===== src/rtl/tas_pkg.sv =====
// Package: tas_pkg
// Shared status-bit positions, configuration bit position and the per-zone
// flag type for the temperature limit alarm logic.
// Assumes an 8-bit status register; unused positions read as zero.
package tas_pkg;

    localparam int unsigned TEMP_W   = 8;
    localparam int unsigned STAT_W   = 8;
    localparam int unsigned N_ZONES  = 2;

    // Zone indices
    localparam int unsigned ZONE_LOCAL  = 0;
    localparam int unsigned ZONE_REMOTE = 1;

    // Status bit positions (software decodes these)
    localparam int unsigned BIT_LOC_HI  = 6;
    localparam int unsigned BIT_LOC_LO  = 5;
    localparam int unsigned BIT_REM_HI  = 4;
    localparam int unsigned BIT_REM_LO  = 3;
    localparam int unsigned BIT_OPEN    = 2;

    // Configuration bit that hides the alert pad
    localparam int unsigned CFG_ALERT_MASK = 7;

    typedef struct packed {
        logic above;   // reading strictly above high limit
        logic below;   // reading at or below low limit
    } zone_flags_t;

endpackage


===== src/rtl/tas_zone_cmp.sv =====
// Module: tas_zone_cmp
// Purely combinational limit check for one zone. Compares a signed reading
// against a signed high and low limit.
// Assumes: all values are two's-complement of width TW; the caller qualifies
// the result with its conversion strobe.
module tas_zone_cmp
    import tas_pkg::*;
#(
    parameter int unsigned TW = 8
) (
    input  logic [TW-1:0] reading,
    input  logic [TW-1:0] hi_lim,
    input  logic [TW-1:0] lo_lim,
    output zone_flags_t   flags
);

    // Signed compare of the reading against both limits
    always_comb begin
        flags.above = $signed(reading) >  $signed(hi_lim);
        flags.below = $signed(reading) <= $signed(lo_lim);
    end

endmodule


===== src/rtl/tas_sticky_status.sv =====
// Module: tas_sticky_status
// Sticky status register with conditional clear-on-read. Each bit is set
// by a conversion whose condition is true. A read clears the bit only when
// the condition seen at the latest conversion is false. A conversion in the
// same cycle as the read counts as the latest one.
// Assumes: conv_done and stat_rd are single-cycle strobes.
module tas_sticky_status #(
    parameter int unsigned W = 8
) (
    input  logic         clk,
    input  logic         rst_n,
    input  logic         conv_done,
    input  logic [W-1:0] cond_new,
    input  logic         stat_rd,
    output logic [W-1:0] stat_q,
    output logic         set_any
);

    logic [W-1:0] cond_q;
    logic [W-1:0] cond_cur;
    logic [W-1:0] stat_d;

    // Latest condition: this cycle's conversion if present, else the stored one
    always_comb begin
        cond_cur = conv_done ? cond_new : cond_q;
        set_any  = conv_done && (|cond_new);
    end

    // Hold the condition vector of the latest conversion
    always_ff @(posedge clk) begin
        if (!rst_n)         cond_q <= '0;
        else if (conv_done) cond_q <= cond_new;
    end

    genvar b;
    generate
        for (b = 0; b < W; b++) begin : g_bit
            // Next value of one status bit: set beats read-clear
            always_comb begin
                stat_d[b] = stat_q[b];
                if (stat_rd && !cond_cur[b]) stat_d[b] = 1'b0;
                if (conv_done && cond_new[b]) stat_d[b] = 1'b1;
            end

            // Register one status bit
            always_ff @(posedge clk) begin
                if (!rst_n) stat_q[b] <= 1'b0;
                else        stat_q[b] <= stat_d[b];
            end

            AST_SET_ON_CONV: assert property (@(posedge clk) disable iff (!rst_n)
                conv_done && cond_new[b] |=> stat_q[b]);
            AST_NO_SET_IDLE: assert property (@(posedge clk) disable iff (!rst_n)
                !conv_done && !stat_q[b] |=> !stat_q[b]);
            AST_STICKY: assert property (@(posedge clk) disable iff (!rst_n)
                stat_q[b] && !stat_rd |=> stat_q[b]);
            AST_READ_HOLD: assert property (@(posedge clk) disable iff (!rst_n)
                stat_rd && stat_q[b] && cond_cur[b] |=> stat_q[b]);
            AST_READ_CLEAR: assert property (@(posedge clk) disable iff (!rst_n)
                stat_rd && !conv_done && !cond_q[b] |=> !stat_q[b]);
        end
    endgenerate

endmodule


===== src/rtl/tas_alert_hold.sv =====
// Module: tas_alert_hold
// Holds the alert request from the first alarm until the status register is
// clear and an alert-response cycle is acknowledged. The mask hides the pad
// only and leaves the held request alone.
// Assumes: set_any marks a cycle in which at least one status bit is set.
module tas_alert_hold #(
    parameter int unsigned W = 8
) (
    input  logic         clk,
    input  logic         rst_n,
    input  logic         set_any,
    input  logic [W-1:0] stat_q,
    input  logic         ara_ack,
    input  logic         mask,
    output logic         alert_n
);

    logic pend_q;
    logic release_ok;

    // Release allowed only on acknowledge with an empty status register
    always_comb release_ok = ara_ack && (stat_q == '0);

    // Request register: a new alarm wins over a release in the same cycle
    always_ff @(posedge clk) begin
        if (!rst_n)          pend_q <= 1'b0;
        else if (set_any)    pend_q <= 1'b1;
        else if (release_ok) pend_q <= 1'b0;
    end

    // Active-low pad enable, hidden by the mask
    always_comb alert_n = !(pend_q && !mask);

    AST_PEND_COVERS_STATUS: assert property (@(posedge clk) disable iff (!rst_n)
        (|stat_q) |-> pend_q);
    AST_RELEASE_NEEDS_ACK: assert property (@(posedge clk) disable iff (!rst_n)
        $fell(pend_q) |-> $past(ara_ack) && ($past(stat_q) == '0));

endmodule


===== src/rtl/tas_top.sv =====
// Module: tas_top
// Temperature limit alarm status logic for a local and a remote zone.
// Compares both readings on each conversion strobe, samples the diode-open
// flag, keeps sticky status bits and drives an active-low alert enable.
// Assumes: strobes are single-cycle and synchronous to clk; the host
// samples status in the cycle that stat_rd is high.
module tas_top
    import tas_pkg::*;
(
    input  logic              clk,
    input  logic              rst_n,
    input  logic              conv_done,
    input  logic [TEMP_W-1:0] local_temp,
    input  logic [TEMP_W-1:0] remote_temp,
    input  logic              diode_open,
    input  logic [TEMP_W-1:0] local_hi_lim,
    input  logic [TEMP_W-1:0] local_lo_lim,
    input  logic [TEMP_W-1:0] remote_hi_lim,
    input  logic [TEMP_W-1:0] remote_lo_lim,
    input  logic [STAT_W-1:0] cfg,
    input  logic              stat_rd,
    input  logic              ara_ack,
    output logic [STAT_W-1:0] status,
    output logic              alert_n
);

    logic [TEMP_W-1:0] zone_rd [N_ZONES];
    logic [TEMP_W-1:0] zone_hi [N_ZONES];
    logic [TEMP_W-1:0] zone_lo [N_ZONES];
    zone_flags_t       zone_f  [N_ZONES];
    logic [STAT_W-1:0] cond_new;
    logic              set_any;
    logic              unused_cfg;

    // Gather the per-zone inputs into arrays
    always_comb begin
        zone_rd[ZONE_LOCAL]  = local_temp;
        zone_hi[ZONE_LOCAL]  = local_hi_lim;
        zone_lo[ZONE_LOCAL]  = local_lo_lim;
        zone_rd[ZONE_REMOTE] = remote_temp;
        zone_hi[ZONE_REMOTE] = remote_hi_lim;
        zone_lo[ZONE_REMOTE] = remote_lo_lim;
    end

    genvar z;
    generate
        for (z = 0; z < N_ZONES; z++) begin : g_zone
            tas_zone_cmp #(.TW(TEMP_W)) i_cmp (
                .reading (zone_rd[z]),
                .hi_lim  (zone_hi[z]),
                .lo_lim  (zone_lo[z]),
                .flags   (zone_f[z])
            );
        end
    endgenerate

    // Place each condition at its status bit position
    always_comb begin
        cond_new             = '0;
        cond_new[BIT_LOC_HI] = zone_f[ZONE_LOCAL].above;
        cond_new[BIT_LOC_LO] = zone_f[ZONE_LOCAL].below;
        cond_new[BIT_REM_HI] = zone_f[ZONE_REMOTE].above;
        cond_new[BIT_REM_LO] = zone_f[ZONE_REMOTE].below;
        cond_new[BIT_OPEN]   = diode_open;
    end

    // Only the mask bit of the configuration register is used here
    always_comb unused_cfg = ^{cfg[CFG_ALERT_MASK-1:0]};

    tas_sticky_status #(.W(STAT_W)) i_status (
        .clk       (clk),
        .rst_n     (rst_n),
        .conv_done (conv_done),
        .cond_new  (cond_new),
        .stat_rd   (stat_rd),
        .stat_q    (status),
        .set_any   (set_any)
    );

    tas_alert_hold #(.W(STAT_W)) i_alert (
        .clk     (clk),
        .rst_n   (rst_n),
        .set_any (set_any),
        .stat_q  (status),
        .ara_ack (ara_ack),
        .mask    (cfg[CFG_ALERT_MASK]),
        .alert_n (alert_n)
    );

    AST_REM_HIGH: assert property (@(posedge clk) disable iff (!rst_n)
        conv_done && ($signed(remote_temp) > $signed(remote_hi_lim))
        |=> status[BIT_REM_HI]);
    AST_LOC_LOW: assert property (@(posedge clk) disable iff (!rst_n)
        conv_done && ($signed(local_temp) <= $signed(local_lo_lim))
        |=> status[BIT_LOC_LO]);
    AST_OPEN_FLAG: assert property (@(posedge clk) disable iff (!rst_n)
        conv_done && diode_open |=> status[BIT_OPEN]);
    AST_MASK_HIDES: assert property (@(posedge clk) disable iff (!rst_n)
        $rose(status[BIT_LOC_HI]) && !cfg[CFG_ALERT_MASK] |-> !alert_n);

endmodule


===== config.mk =====
export PLATFORM = sky130hd
export DESIGN_NAME = tas_top
export DESIGN_NICKNAME = d
export VERILOG_FILES = /design/src/rtl/tas_pkg.sv /design/src/rtl/tas_zone_cmp.sv /design/src/rtl/tas_sticky_status.sv /design/src/rtl/tas_alert_hold.sv /design/src/rtl/tas_top.sv
export SDC_FILE = /design/constraint.sdc
export NUM_CORES = 1
export LEC_CHECK = 0
export BUFFER_PORTS_ARGS = -buffer_cell sky130_fd_sc_hd__buf_2
export CAP_MARGIN = 0
export CORE_ASPECT_RATIO = 1.5
export CORE_MARGIN = 4
export CORE_UTILIZATION = 45
export CTS_CLUSTER_DIAMETER = 50
export DETAILED_ROUTE_END_ITERATION = 10
export PLACE_DENSITY = 0.81
export SETUP_SLACK_MARGIN = 0.4
export SLEW_MARGIN = 20
export SYNTH_ARGS = -nofsm -noshare
export SYNTH_HDL_FRONTEND = slang
export SYNTH_SLANG_ARGS = --single-unit

===== constraint.sdc =====
create_clock -name clk -period 3.05 [get_ports clk]
set_input_delay 0.915 -clock clk [delete_from_list [all_inputs] [get_ports clk]]
set_output_delay 0.915 -clock clk [all_outputs]
set_load 0.02 [all_outputs]

Word level (Yosys, flattened, before mapping)
Cells that the tools add are included.
- $lt $le $gt $ge: 4
- muxes and demuxes: 13
- reductions and logical operators: 28
- operators with widths (operator ; count):
    $gt 8x8->1 ; 2
    $le 8x8->1 ; 2
    $logic_and 1x1->1 ; 13
    $mux 1 ; 12
    $reduce_bool 2->1 ; 6
    $logic_not 8->1 ; 1
    $logic_not 1->1 ; 7
    $mux 7 ; 1
    $reduce_or 5->1 ; 1
- register bits after elaboration: 11
- input port bits: 62
- logic and storage cells: 52

Longest topological paths before layout
Gate-level depths: netlist (run 1).
- word-level depth: 6
- mapped depth: 8

Cells and area by module
From an unflattened synthesis (run 1), not the netlist that was laid out.
- cell total of the unflattened synthesis: 182
- area, all modules: 1540.2 um2
- by module, submodules not included (module ; times used ; cells an instance ; area each (um2) ; seq. area each (um2)):
    tas_zone_cmp ; 2 ; 55 ; 425.4 ; 0.0
    tas_sticky_status ; 1 ; 64 ; 623.1 ; 320.3
    tas_alert_hold ; 1 ; 7 ; 62.6 ; 20.0
    tas_top ; 1 ; 1 ; 3.8 ; 0.0

Least setup slack after synthesis (run 1)
No wires, ideal clock.
- path type: in2reg
- start point: input local_hi_lim[5]
- end point: register i_alert.pend_q
- arrival time: 2.312 ns
- setup slack: 0.664 ns
- stages: 8
- cells stage by stage: inv_1 > ha_1 > a211oi_2 > o22ai_1 > o21bai_1 > or3b_1 > nor2b_1 > a31oi_1
- cells in the longest elaborated chain, start to end: 4
- ends and longest elaborated chain (what ; line ; RTL):
    start: declaration ; tas_top.sv:16 ; input logic [TEMP_W-1:0] local_hi_lim,
    $gt 8x8->1 (*) ; tas_zone_cmp.sv:19 ; flags.above = $signed(reading) > $signed(hi_lim);
    $reduce_or 5->1 (*) ; tas_sticky_status.sv:26 ; set_any = conv_done && (|cond_new);
    $logic_and 1x1->1 (*) ; tas_sticky_status.sv:26 ;
    $mux 1 / $reduce_bool 2->1 (equally long branches) ; -- ;
    end signal: assignment ; tas_alert_hold.sv:26 ; if (!rst_n) pend_q <= 1'b0;
    end signal: assignment ; tas_alert_hold.sv:27 ; else if (set_any) pend_q <= 1'b1;
    end signal: assignment ; tas_alert_hold.sv:28 ; else if (release_ok) pend_q <= 1'b0;
    end: declaration ; tas_alert_hold.sv:18 ; logic pend_q;
Mark *: on every way between the ends. The rest lies on a longest branch, timed or not.
A chain may end at the register's enable or synchronous reset.

Final worst setup path (run 1)
- start point: input local_temp[5]
- end point: register i_alert.pend_q
- cells in the longest elaborated chain, start to end: 4
- ends and longest elaborated chain (what ; line ; RTL):
    start: declaration ; tas_top.sv:13 ; input logic [TEMP_W-1:0] local_temp,
    $le 8x8->1 / $gt 8x8->1 (equally long branches) ; tas_zone_cmp.sv:20, tas_zone_cmp.sv:19 ;
    $reduce_or 5->1 (*) ; tas_sticky_status.sv:26 ;
    $logic_and 1x1->1 (*) ; tas_sticky_status.sv:26 ;
    $mux 1 / $reduce_bool 2->1 (equally long branches) ; -- ;
Marks and branches as above.

==> impl_metrics.env, run 1 <==
export IMPL_status="complete, no violations"
export IMPL_leakagePower_nw=0.957
export IMPL_drt_iter0_markers=23
export IMPL_hold_path_class="reg -> reg"
export IMPL_fin_crit_sh_pct=77.8
export IMPL_nets=324
export IMPL_htreeDepth=1
export IMPL_fin_setup_tns_ns=0
export IMPL_powerDensity_nw_per_um2=294
export IMPL_reg2reg_to="i_alert.pend_q"
export IMPL_layout_drive_gt1_share_pct=29.3
export IMPL_synth_cell_types=34
export IMPL_synthesis_area_um2=1310
export IMPL_vias_per_cell=4.86
export IMPL_max_freq_ghz=0.422
export IMPL_crit_required_ns=3.23
export IMPL_ys_seq_area_share_pct=16.8
export IMPL_min_path_cells=2
export IMPL_dr_pass1_iters=4
export IMPL_worstHoldStart="i_status.stat_q[2]"
export IMPL_netlist_instances=168
export IMPL_cts_resized_gates=0
export IMPL_grt_use_met1_pct=13.4
export IMPL_clock_sinks=11
export IMPL_ff2ff_path_depth=4
export IMPL_hold_viol_final=0
export IMPL_rows=23
export IMPL_crit_path_start_kind="input pin"
export IMPL_grt_pass1_vias=1280
export IMPL_place_gp_congestion=0.781
export IMPL_path_cells="buf_2 -> ha_1 -> a211oi_2 -> o22ai_1 -> o21bai_1 -> or3b_1 -> nor2b_1 -> a31oi_1"
export IMPL_clkTransAtPathRegs_ns=0.05
export IMPL_cp_top_family="compound AO/OA/AOI/OAI gates"
export IMPL_cts_tree="done"
export IMPL_die_x_um=52.1
export IMPL_maxSlewViolCount=0
export IMPL_cts_setup_buffers=0
export IMPL_final_fill_count=256
export IMPL_multi_input_area_um2=937
export IMPL_finalSetupViolCount=0
export IMPL_core_area_um2=2730
export IMPL_syn2layout_area_growth_pct=28.1
export IMPL_worst_path_buf_inv=1
export IMPL_cp_arrival_ns=2.55
export IMPL_vdd_ir_drop_max_mv=0.162
export IMPL_use_met3_pct=3.01
export IMPL_grt_usage_pct=15.4
export IMPL_ant_nets=0
export IMPL_grt_first_pass_wirelength_um=4620
export IMPL_seqCellArea_um2=220
export IMPL_crit_type="in -> reg"
export IMPL_portBuffers=60
export IMPL_clkLatencyLatePin_ns=0.25
export IMPL_die_area_um2=3860
export IMPL_rr_startpoint="i_status.stat_q[6]"
export IMPL_drc=0
export IMPL_initial_utilization_pct=48.0
export IMPL_fin_skew_ns=0.00545
export IMPL_wl_per_cell_um=10.5
export IMPL_synth_warnings=0
export IMPL_top_usage_layer="met2"
export IMPL_syn_mean_instance_area_um2=7.81
export IMPL_critPathSlowestCell="or3b_1"
export IMPL_cp_max_fo=3
export IMPL_vias=1293
export IMPL_cts_path_max_buffers=2
export IMPL_dp_hpwl_um=2560
export IMPL_holdBufCountCts=0
export IMPL_use_met2_pct=32.4
export IMPL_insertedDiodeCount=0
export IMPL_crit_path_end_kind="flip-flop"
export IMPL_die_h_um=74.1
export IMPL_cts_root_buf="clkbuf_8"
export IMPL_fin_area_um2=1680
export IMPL_ys_ff_latch=11
export IMPL_pin_count=71
export IMPL_slowest_delay_ns=0.38
export IMPL_cp_startpoint="local_temp[5]"
export IMPL_postPlaceCellArea_um2=1640
export IMPL_rsz0062_at_grt="no"
export IMPL_antenna_found_initial=0
export IMPL_power_w=0.000495
export IMPL_cts_buffers=3
export IMPL_drv_cap=0
export IMPL_min_delay_worst_endpoint="i_status.stat_q[2]"
export IMPL_period_needed_ns=2.37
export IMPL_ff2ff_setup_slack_ns=1.63
export IMPL_grt_ovfl_total=0
export IMPL_routed_wl_um=2810
export IMPL_grt_max_degree=12
cell usage in the layout, fill, tap and decap left out, types with 4 or more instances in the layout:
master and n:
ha_1 32, nand2_1 17, a21oi_1 8, nand4_1 6, a21boi_0 10, dfxtp_1 11, inv_1 35, o21ai_0 4
nand2b_1 8, buf_2 60
flip-flops by register name (all words and copies together) (netlist names):
| signal | flops |
|---|---|
| i_status.stat_q | 5 |
| i_alert.pend_q | 1 |
| i_status.cond_q | 5 |
report_power, final:
| group | total, W | leakage, nW | internal (W) | switching, W |
|---|---|---|---|---|
| clock | 0.000149 | 0.0228 | 0.0000919 | 0.0000569 |
| combinational | 0.000185 | 0.843 | 0.0000895 | 0.0000953 |
| sequential | 0.000161 | 0.0908 | 0.000156 | 0.00000535 |
| total | 0.000495 | 0.957 | 0.000337 | 0.000157 |
Yosys cell counts (all sizes together):
cell type / count / area share, %
a22o: 1 / 0.67
a211oi: 3 / 2.5
or3b: 1 / 0.67
clkbuf: 2 / 0.57
conb: 1 / 0.29
a2111oi: 1 / 0.67
o22ai: 1 / 0.48
nand4: 7 / 3.8
o211ai: 3 / 1.7
nand3: 1 / 0.38
nor4: 1 / 0.48
o31a: 1 / 0.67
o21bai: 1 / 0.57
nor4b: 1 / 0.67
inv: 35 / 10
nor2b: 3 / 1.4
a21boi: 10 / 5.7
a221oi: 1 / 0.67
buf: 3 / 1.7
nand2b: 9 / 4.9
a31oi: 1 / 0.48
ha: 32 / 31
o21ai: 4 / 1.5
dfxtp: 11 / 17
nor2: 3 / 0.86
o221ai: 1 / 0.67
a21o: 2 / 1.1
nand2: 17 / 4.9
a21oi: 8 / 3.1
nor3: 2 / 0.76
or4b: 1 / 0.76
routing by layer:
metal | wire length (um) | up-vias
met5 | 0 | -
met4 | 56 | 0
met3 | 239 | 5
met2 | 1550 | 43
met1 | 963 | 554
li1 | - | 691
kinds of logic after synthesis:
kind of cell	Yosys count	synth area share (%)
AOI/OAI and AO/OA	38	20.5
adders and majority gates	32	30.5
buffers and inverters	40	12.3
DFF	11	16.8
other	1	0.286
and+or+nand+nor	46	19.6
cell type report:
type                            count  area share, %
Clock buffer                        4           2.68
Timing Repair Buffer               60           17.9
Sequential cell                    11           13.1
Multi-Input combinational cell    119           55.8
Inverter                           35           7.82
Tap cell                           37           2.76
worst max-delay path by stage:
| stage | to | slack [ns] | cells past startpoint |
|---|---|---|---|
| finish | i_alert.pend_q | 0.68 | 8 |
| global route | i_alert.pend_q | 0.54 | 8 |
| detailed placement | i_alert.pend_q | 0.40 | 8 |
| global placement | i_alert.pend_q | 0.45 | 8 |
| floorplan | i_alert.pend_q | 0.66 | 8 |
| CTS | i_alert.pend_q | 0.66 | 8 |
tightest hold or removal path: cells and delay by family (launching register included):
family | cells | cell delay, ns
DFF | 1 | 0.31
AOI/OAI and AO/OA | 1 | 0.06
and+or+nand+nor | 1 | 0.05
per-stage QoR:
stage	setup slack, ns	utilization [%]	std cells	hold WS, ns
floorplan	0.664	-	170	0.464
global placement	0.453	59.8	262	0.468
detailed placement	0.404	59.8	262	0.476
CTS	0.657	61.5	266	0.483
global route	0.536	61.5	266	0.505
finish	0.678	61.5	266	0.479
(Power assumes the default switching activity.)
==> run 2: changes to the inputs <==
Clock period 3.05 ns to 2.47 ns, I/O delays scaled along.
==> run 2 against run 1 <==
Clock power is 21% higher; sequential share of layout area is 1.1 points lower; clock skew is 0.0043 ns lower; critical endpoint unchanged; sequential power is 24% higher; largest power group unchanged; setup slack worse by 0.27 ns; die area stayed put.
==> impl_metrics.env, run 2 (synthesis gave the netlist of run 1 again) <==
export IMPL_layout_common_cells="buf_2, inv_1, ha_1"
export IMPL_p_sw_w=0.000216
export IMPL_die_h_um=74.1
export IMPL_powerDensity_nw_per_um2=356
export IMPL_dr_pass1_iters=4
export IMPL_final_fill_count=249
export IMPL_drc=0
export IMPL_final_common_cell="buf_2"
export IMPL_fin_setup_tns_ns=0
export IMPL_min_path_cells=2
export IMPL_rows=23
export IMPL_rr_startpoint="i_status.stat_q[6]"
export IMPL_pwr_share_clk_pct=27.6
export IMPL_ant_nets=0
export IMPL_die_area_um2=3860
export IMPL_grt_max_degree=12
export IMPL_max_freq_ghz=0.484
export IMPL_crit_path_end_kind="flip-flop"
export IMPL_vias_per_cell=5.15
export IMPL_core_area_um2=2730
export IMPL_maxSlewViolCount=0
export IMPL_drt_iter0_markers=17
export IMPL_wl_per_cell_um=12.2
export IMPL_pin_count=71
export IMPL_grt_pass1_vias=1339
export IMPL_initial_utilization_pct=48.0
export IMPL_hold_path_class="reg -> reg"
export IMPL_vdd_ir_drop_max_mv=0.250
export IMPL_crit_type="in -> reg"
export IMPL_rsz0062_at_grt="yes"
export IMPL_fin_crit_sh_pct=83.6
export IMPL_antenna_found_initial=0
export IMPL_crit_required_ns=2.63
export IMPL_clkLatencyLatePin_ns=0.24
export IMPL_insertedDiodeCount=0
export IMPL_leakagePower_nw=0.965
export IMPL_htreeDepth=1
export IMPL_cts_path_max_buffers=2
export IMPL_hold_viol_final=0
export IMPL_fin_skew_ns=0.00115
export IMPL_combPwrFrac_pct=42.0
export IMPL_crit_path_start_kind="input pin"
export IMPL_min_delay_worst_endpoint="i_status.stat_q[2]"
export IMPL_worstHoldStart="i_status.stat_q[2]"
export IMPL_die_x_um=52.1
export IMPL_period_needed_ns=2.07
export IMPL_clkTransAtPathRegs_ns=0.05
export IMPL_cts_tree="done"
export IMPL_drv_cap=0
export IMPL_utilization_pct=67.3
export IMPL_portBuffers=60
export IMPL_status="complete, no violations"
export IMPL_cp_arrival_ns=2.23
export IMPL_routed_wl_um=3250
export IMPL_swShare_pct=32.9
export IMPL_seq_power_share_pct=30.4
export IMPL_nets=324
export IMPL_place_gp_congestion=0.742
export IMPL_ff2ff_setup_slack_ns=1.01
export IMPL_layout_drive_gt1_share_pct=36.7
export IMPL_grt_first_pass_wirelength_um=5150
export IMPL_cts_buffers=3
export IMPL_vias=1370
export IMPL_finalSetupViolCount=0
export IMPL_cts_root_buf="clkbuf_8"
export IMPL_dp_hpwl_um=2910
export IMPL_largestRegisters="i_status.cond_q: 5 flops, i_status.stat_q: 5 flops, i_alert.pend_q: 1 flops"
export IMPL_grt_ovfl_total=0
export IMPL_p_int_w=0.000439
export IMPL_ff2ff_path_depth=4
export IMPL_holdBufCountCts=0
export IMPL_syn2layout_area_growth_pct=40.4
export IMPL_clock_sinks=11
export IMPL_cp_max_fo=3
export IMPL_reg2reg_to="i_alert.pend_q"
export IMPL_grt_usage_pct=17.5
==> run 2: cell counts in the layout (fill, tap and decap cells not counted) <==
No cell type changed its count.
==> run 2: worst max-delay path: stages <==
cell      delay (ns)
buf_4           0.13
inv_12          0.03
ha_4            0.26
nand4_4         0.11
a211oi_2        0.20
nor4b_1         0.09
or3b_1          0.38
nor2b_1         0.14
a31oi_1         0.14
==> run 2: area by class of cell <==
| cell class | instances | area, um2 | share of cell area [%] |
|---|---|---|---|
| repair buffers | 60 | 303 | 16.5 |
| multi-input cells | 119 | 1070 | 58.3 |
| clock buffers | 4 | 45.0 | 2.45 |
| flip-flops and latches | 11 | 220 | 12.0 |
| well taps | 37 | 46.3 | 2.52 |
| inverters | 35 | 154 | 8.36 |
==> run 2: stage by stage <==
stage          cells  hold slack (ns)  total power [W]  worst slack (ns)  cell area, um2
6_report         266            0.475         0.000655             0.405            1840
5_1_grt          266            0.499         0.000704             0.338            1840
4_1_cts          266            0.477         0.000650             0.378            1800
3_5_place_dp     262            0.469         0.000462            0.0662            1740
3_3_place_gp     262            0.466         0.000453             0.117            1740
2_1_floorplan    170            0.464         0.000372             0.392            1420
==> run 2: metal layers <==
layer | vias to the layer above | global-route usage [%] | wire length, um
met1 | 615 | 14.4 | 1120
met4 | 0 | 8.16 | 80
met3 | 9 | 2.61 | 182
li1 | 696 | - | -
met2 | 50 | 37.8 | 1870
met5 | - | 0 | 0
==> run 2: power groups by stage <==
stage	clock network, W	registers (W)	logic (W)
5_1_grt	0.000193	0.000200	0.000311
6_report	0.000181	0.000199	0.000275
4_1_cts	0.000185	0.000199	0.000266
2_1_floorplan	0	0.000209	0.000163
3_3_place_gp	0	0.000202	0.000251
3_5_place_dp	0	0.000203	0.000260
==> run 2: what timing repair did <==
item,4_1_cts,5_1_grt
gates resized for setup,3,9
pin swaps,1,7
setup endpoints to repair,1,6
buffers inserted,0,0
==> run 2: how the worst max path moves through the flow <==
stage / cells past startpoint / slack (ns) / end / from
finish: 9 / 0.40 / i_alert.pend_q / local_hi_lim[6]
global route: 9 / 0.34 / i_alert.pend_q / local_hi_lim[5]
CTS: 9 / 0.38 / i_alert.pend_q / local_hi_lim[5]
detailed placement: 9 / 0.07 / i_alert.pend_q / local_hi_lim[6]
global placement: 9 / 0.12 / i_alert.pend_q / local_hi_lim[6]
floorplan: 8 / 0.39 / i_alert.pend_q / local_hi_lim[6]
==> run 3: changes to the inputs <==
Clock period 2.47 ns to 2.1 ns, I/O delays scaled along.
==> run 3 against run 2 <==
Flip-flop and latch count unchanged; critical endpoint unchanged; sequential share of layout area fell by 2.3 points; utilization rose by 16 points; design area grew 24%; critical path type unchanged; largest cell class unchanged; worst hold slack improved by 0.0027 ns.
==> impl_metrics.env, run 3 (synthesis gave the netlist of run 1 again) <==
export IMPL_wl_per_cell_um=14.3
export IMPL_grt_usage_pct=21.9
export IMPL_cp_arrival_ns=2.08
export IMPL_power_w=0.000877
export IMPL_crit_type="in -> reg"
export IMPL_critPathSlowestCell="or3b_4"
export IMPL_rsz0062_at_grt="yes"
export IMPL_core_area_um2=2730
export IMPL_ff2ff_path_depth=4
export IMPL_crit_path_start_kind="input pin"
export IMPL_layout_drive_gt1_share_pct=53.4
export IMPL_path_cells="buf_4 -> inv_12 -> ha_4 -> nand4_4 -> a211oi_2 -> nor4b_1 -> or3b_4 -> nor2b_4 -> a31oi_1"
export IMPL_largestRegisters="i_status.cond_q: 5 flops, i_status.stat_q: 5 flops, i_alert.pend_q: 1 flops"
export IMPL_worst_path_stages=9
export IMPL_powerDensity_nw_per_um2=385
export IMPL_worst_path_buf_inv=2
export IMPL_fin_crit_sh_pct=91.4
export IMPL_grt_first_pass_wirelength_um=6440
export IMPL_dp_cells=268
export IMPL_nets=333
export IMPL_die_area_um2=3860
export IMPL_routed_wl_um=3920
export IMPL_maxSlewViolCount=0
export IMPL_ant_nets=0
export IMPL_layout_common_cells="buf_2, ha_4, inv_1"
export IMPL_vias=1442
export IMPL_syn2layout_area_growth_pct=74.0
export IMPL_initial_utilization_pct=48.0
export IMPL_htreeDepth=1
export IMPL_seq_power_share_pct=26.7
export IMPL_worstHoldStart="i_status.stat_q[5]"
export IMPL_final_common_cell="buf_2"
export IMPL_cts_tree="done"
export IMPL_finalSetupViolCount=0
export IMPL_crit_required_ns=2.26
export IMPL_drv_cap=0
export IMPL_clkTransAtPathRegs_ns=0.05
export IMPL_drt_iter0_markers=13
export IMPL_hold_viol_final=0
export IMPL_cp_max_fo=3
export IMPL_dp_hpwl_um=3240
export IMPL_min_path_cells=2
export IMPL_leakagePower_nw=1.06
export IMPL_rr_startpoint="i_status.stat_q[6]"
export IMPL_final_fill_count=169
export IMPL_grt_ovfl_total=0
export IMPL_die_h_um=74.1
export IMPL_insertedDiodeCount=0
export IMPL_hold_path_class="reg -> reg"
export IMPL_vdd_ir_drop_max_mv=0.457
export IMPL_p_int_w=0.000589
export IMPL_die_x_um=52.1
export IMPL_reg2reg_to="i_alert.pend_q"
export IMPL_vias_per_cell=5.24
export IMPL_period_needed_ns=1.92
export IMPL_portBuffers=60
export IMPL_cts_root_buf="clkbuf_8"
export IMPL_combPwrFrac_pct=49.6
export IMPL_postPlaceCellArea_um2=1980
export IMPL_grt_max_degree=12
export IMPL_clkLatencyLatePin_ns=0.23
export IMPL_crit_path_end_kind="flip-flop"
export IMPL_max_freq_ghz=0.521
export IMPL_stdcell_count=275
export IMPL_cp_top_family="simple AND/OR/NAND/NOR gates"
export IMPL_drc=0
export IMPL_grt_pass1_vias=1603
export IMPL_p_sw_w=0.000288
export IMPL_cts_buffers=3
export IMPL_place_gp_congestion=0.775
export IMPL_cts_path_max_buffers=2
export IMPL_clock_sinks=11
export IMPL_dr_pass1_iters=4
export IMPL_fin_skew_ns=0.00329
export IMPL_ff2ff_setup_slack_ns=0.63
export IMPL_pin_count=71
export IMPL_pwr_share_clk_pct=23.7
export IMPL_rows=23
export IMPL_slowest_delay_ns=0.39
export IMPL_min_delay_worst_endpoint="i_status.stat_q[5]"
export IMPL_fin_area_um2=2280
export IMPL_status="complete, no violations"
export IMPL_swShare_pct=32.9
export IMPL_antenna_found_initial=0
==> run 3: area by class of cell <==
type	count	area, um2	area share (%)
sequential	11	220	9.65
inverter	35	204	8.94
tap	37	46.3	2.03
multi-input combinational	119	1280	56.1
timing repair buffer	69	485	21.3
clock buffer	4	45.0	1.97
==> run 3: metrics by stage <==
stage | hold WS (ns) | setup slack (ns) | utilization (%) | TNS [ns]
detailed placement | 0.467 | -0.155 | 72.4 | -0.418
global placement | 0.459 | -0.133 | 72.4 | -0.165
global route | 0.505 | 0.119 | 83.4 | 0
CTS | 0.477 | 0.161 | 83.1 | 0
finish | 0.477 | 0.180 | 83.4 | 0
floorplan | 0.458 | 0.133 | - | 0
==> run 3: worst register-to-register path, stage by stage (launching register included) <==
cell	delay, ns
dfxtp_1	0.32
or4b_1	0.51
o31a_1	0.26
nor3_1	0.16
a31oi_1	0.10
==> run 3: routing by layer <==
layer	GRT usage, %	vias up	share of wire (%)
li1	-	715	-
met1	18.1	675	31
met2	47.8	44	61
met3	3.41	8	5.0
met4	8.45	0	3.0
met5	0	-	0
==> run 3: worst max-delay path by stage <==
stage	startpoint	endpoint	slack [ns]
after floorplan	local_hi_lim[6]	i_alert.pend_q	0.13
after global placement	local_hi_lim[6]	i_alert.pend_q	-0.13
after detailed placement	local_hi_lim[6]	i_alert.pend_q	-0.15
after CTS	local_hi_lim[6]	i_alert.pend_q	0.16
after global routing	local_hi_lim[6]	i_alert.pend_q	0.12
final	local_hi_lim[6]	i_alert.pend_q	0.18
==> run 3: power by group through the flow <==
stage / Combinational, W / Sequential [W] / Clock [W]
2_1_floorplan: 0.000226 / 0.000246 / 0
3_3_place_gp: 0.000346 / 0.000238 / 0
3_5_place_dp: 0.000366 / 0.000238 / 0
4_1_cts: 0.000428 / 0.000234 / 0.000212
5_1_grt: 0.000479 / 0.000236 / 0.000225
6_report: 0.000435 / 0.000234 / 0.000208
==> run 3: repair_timing <==
action                                  CTS  global route
pin swaps                                27             4
resized for setup                        52             3
setup buffers                             3             0
cloned                                    0             0
hold buffers                              0             0
endpoints found under the setup margin    9             9
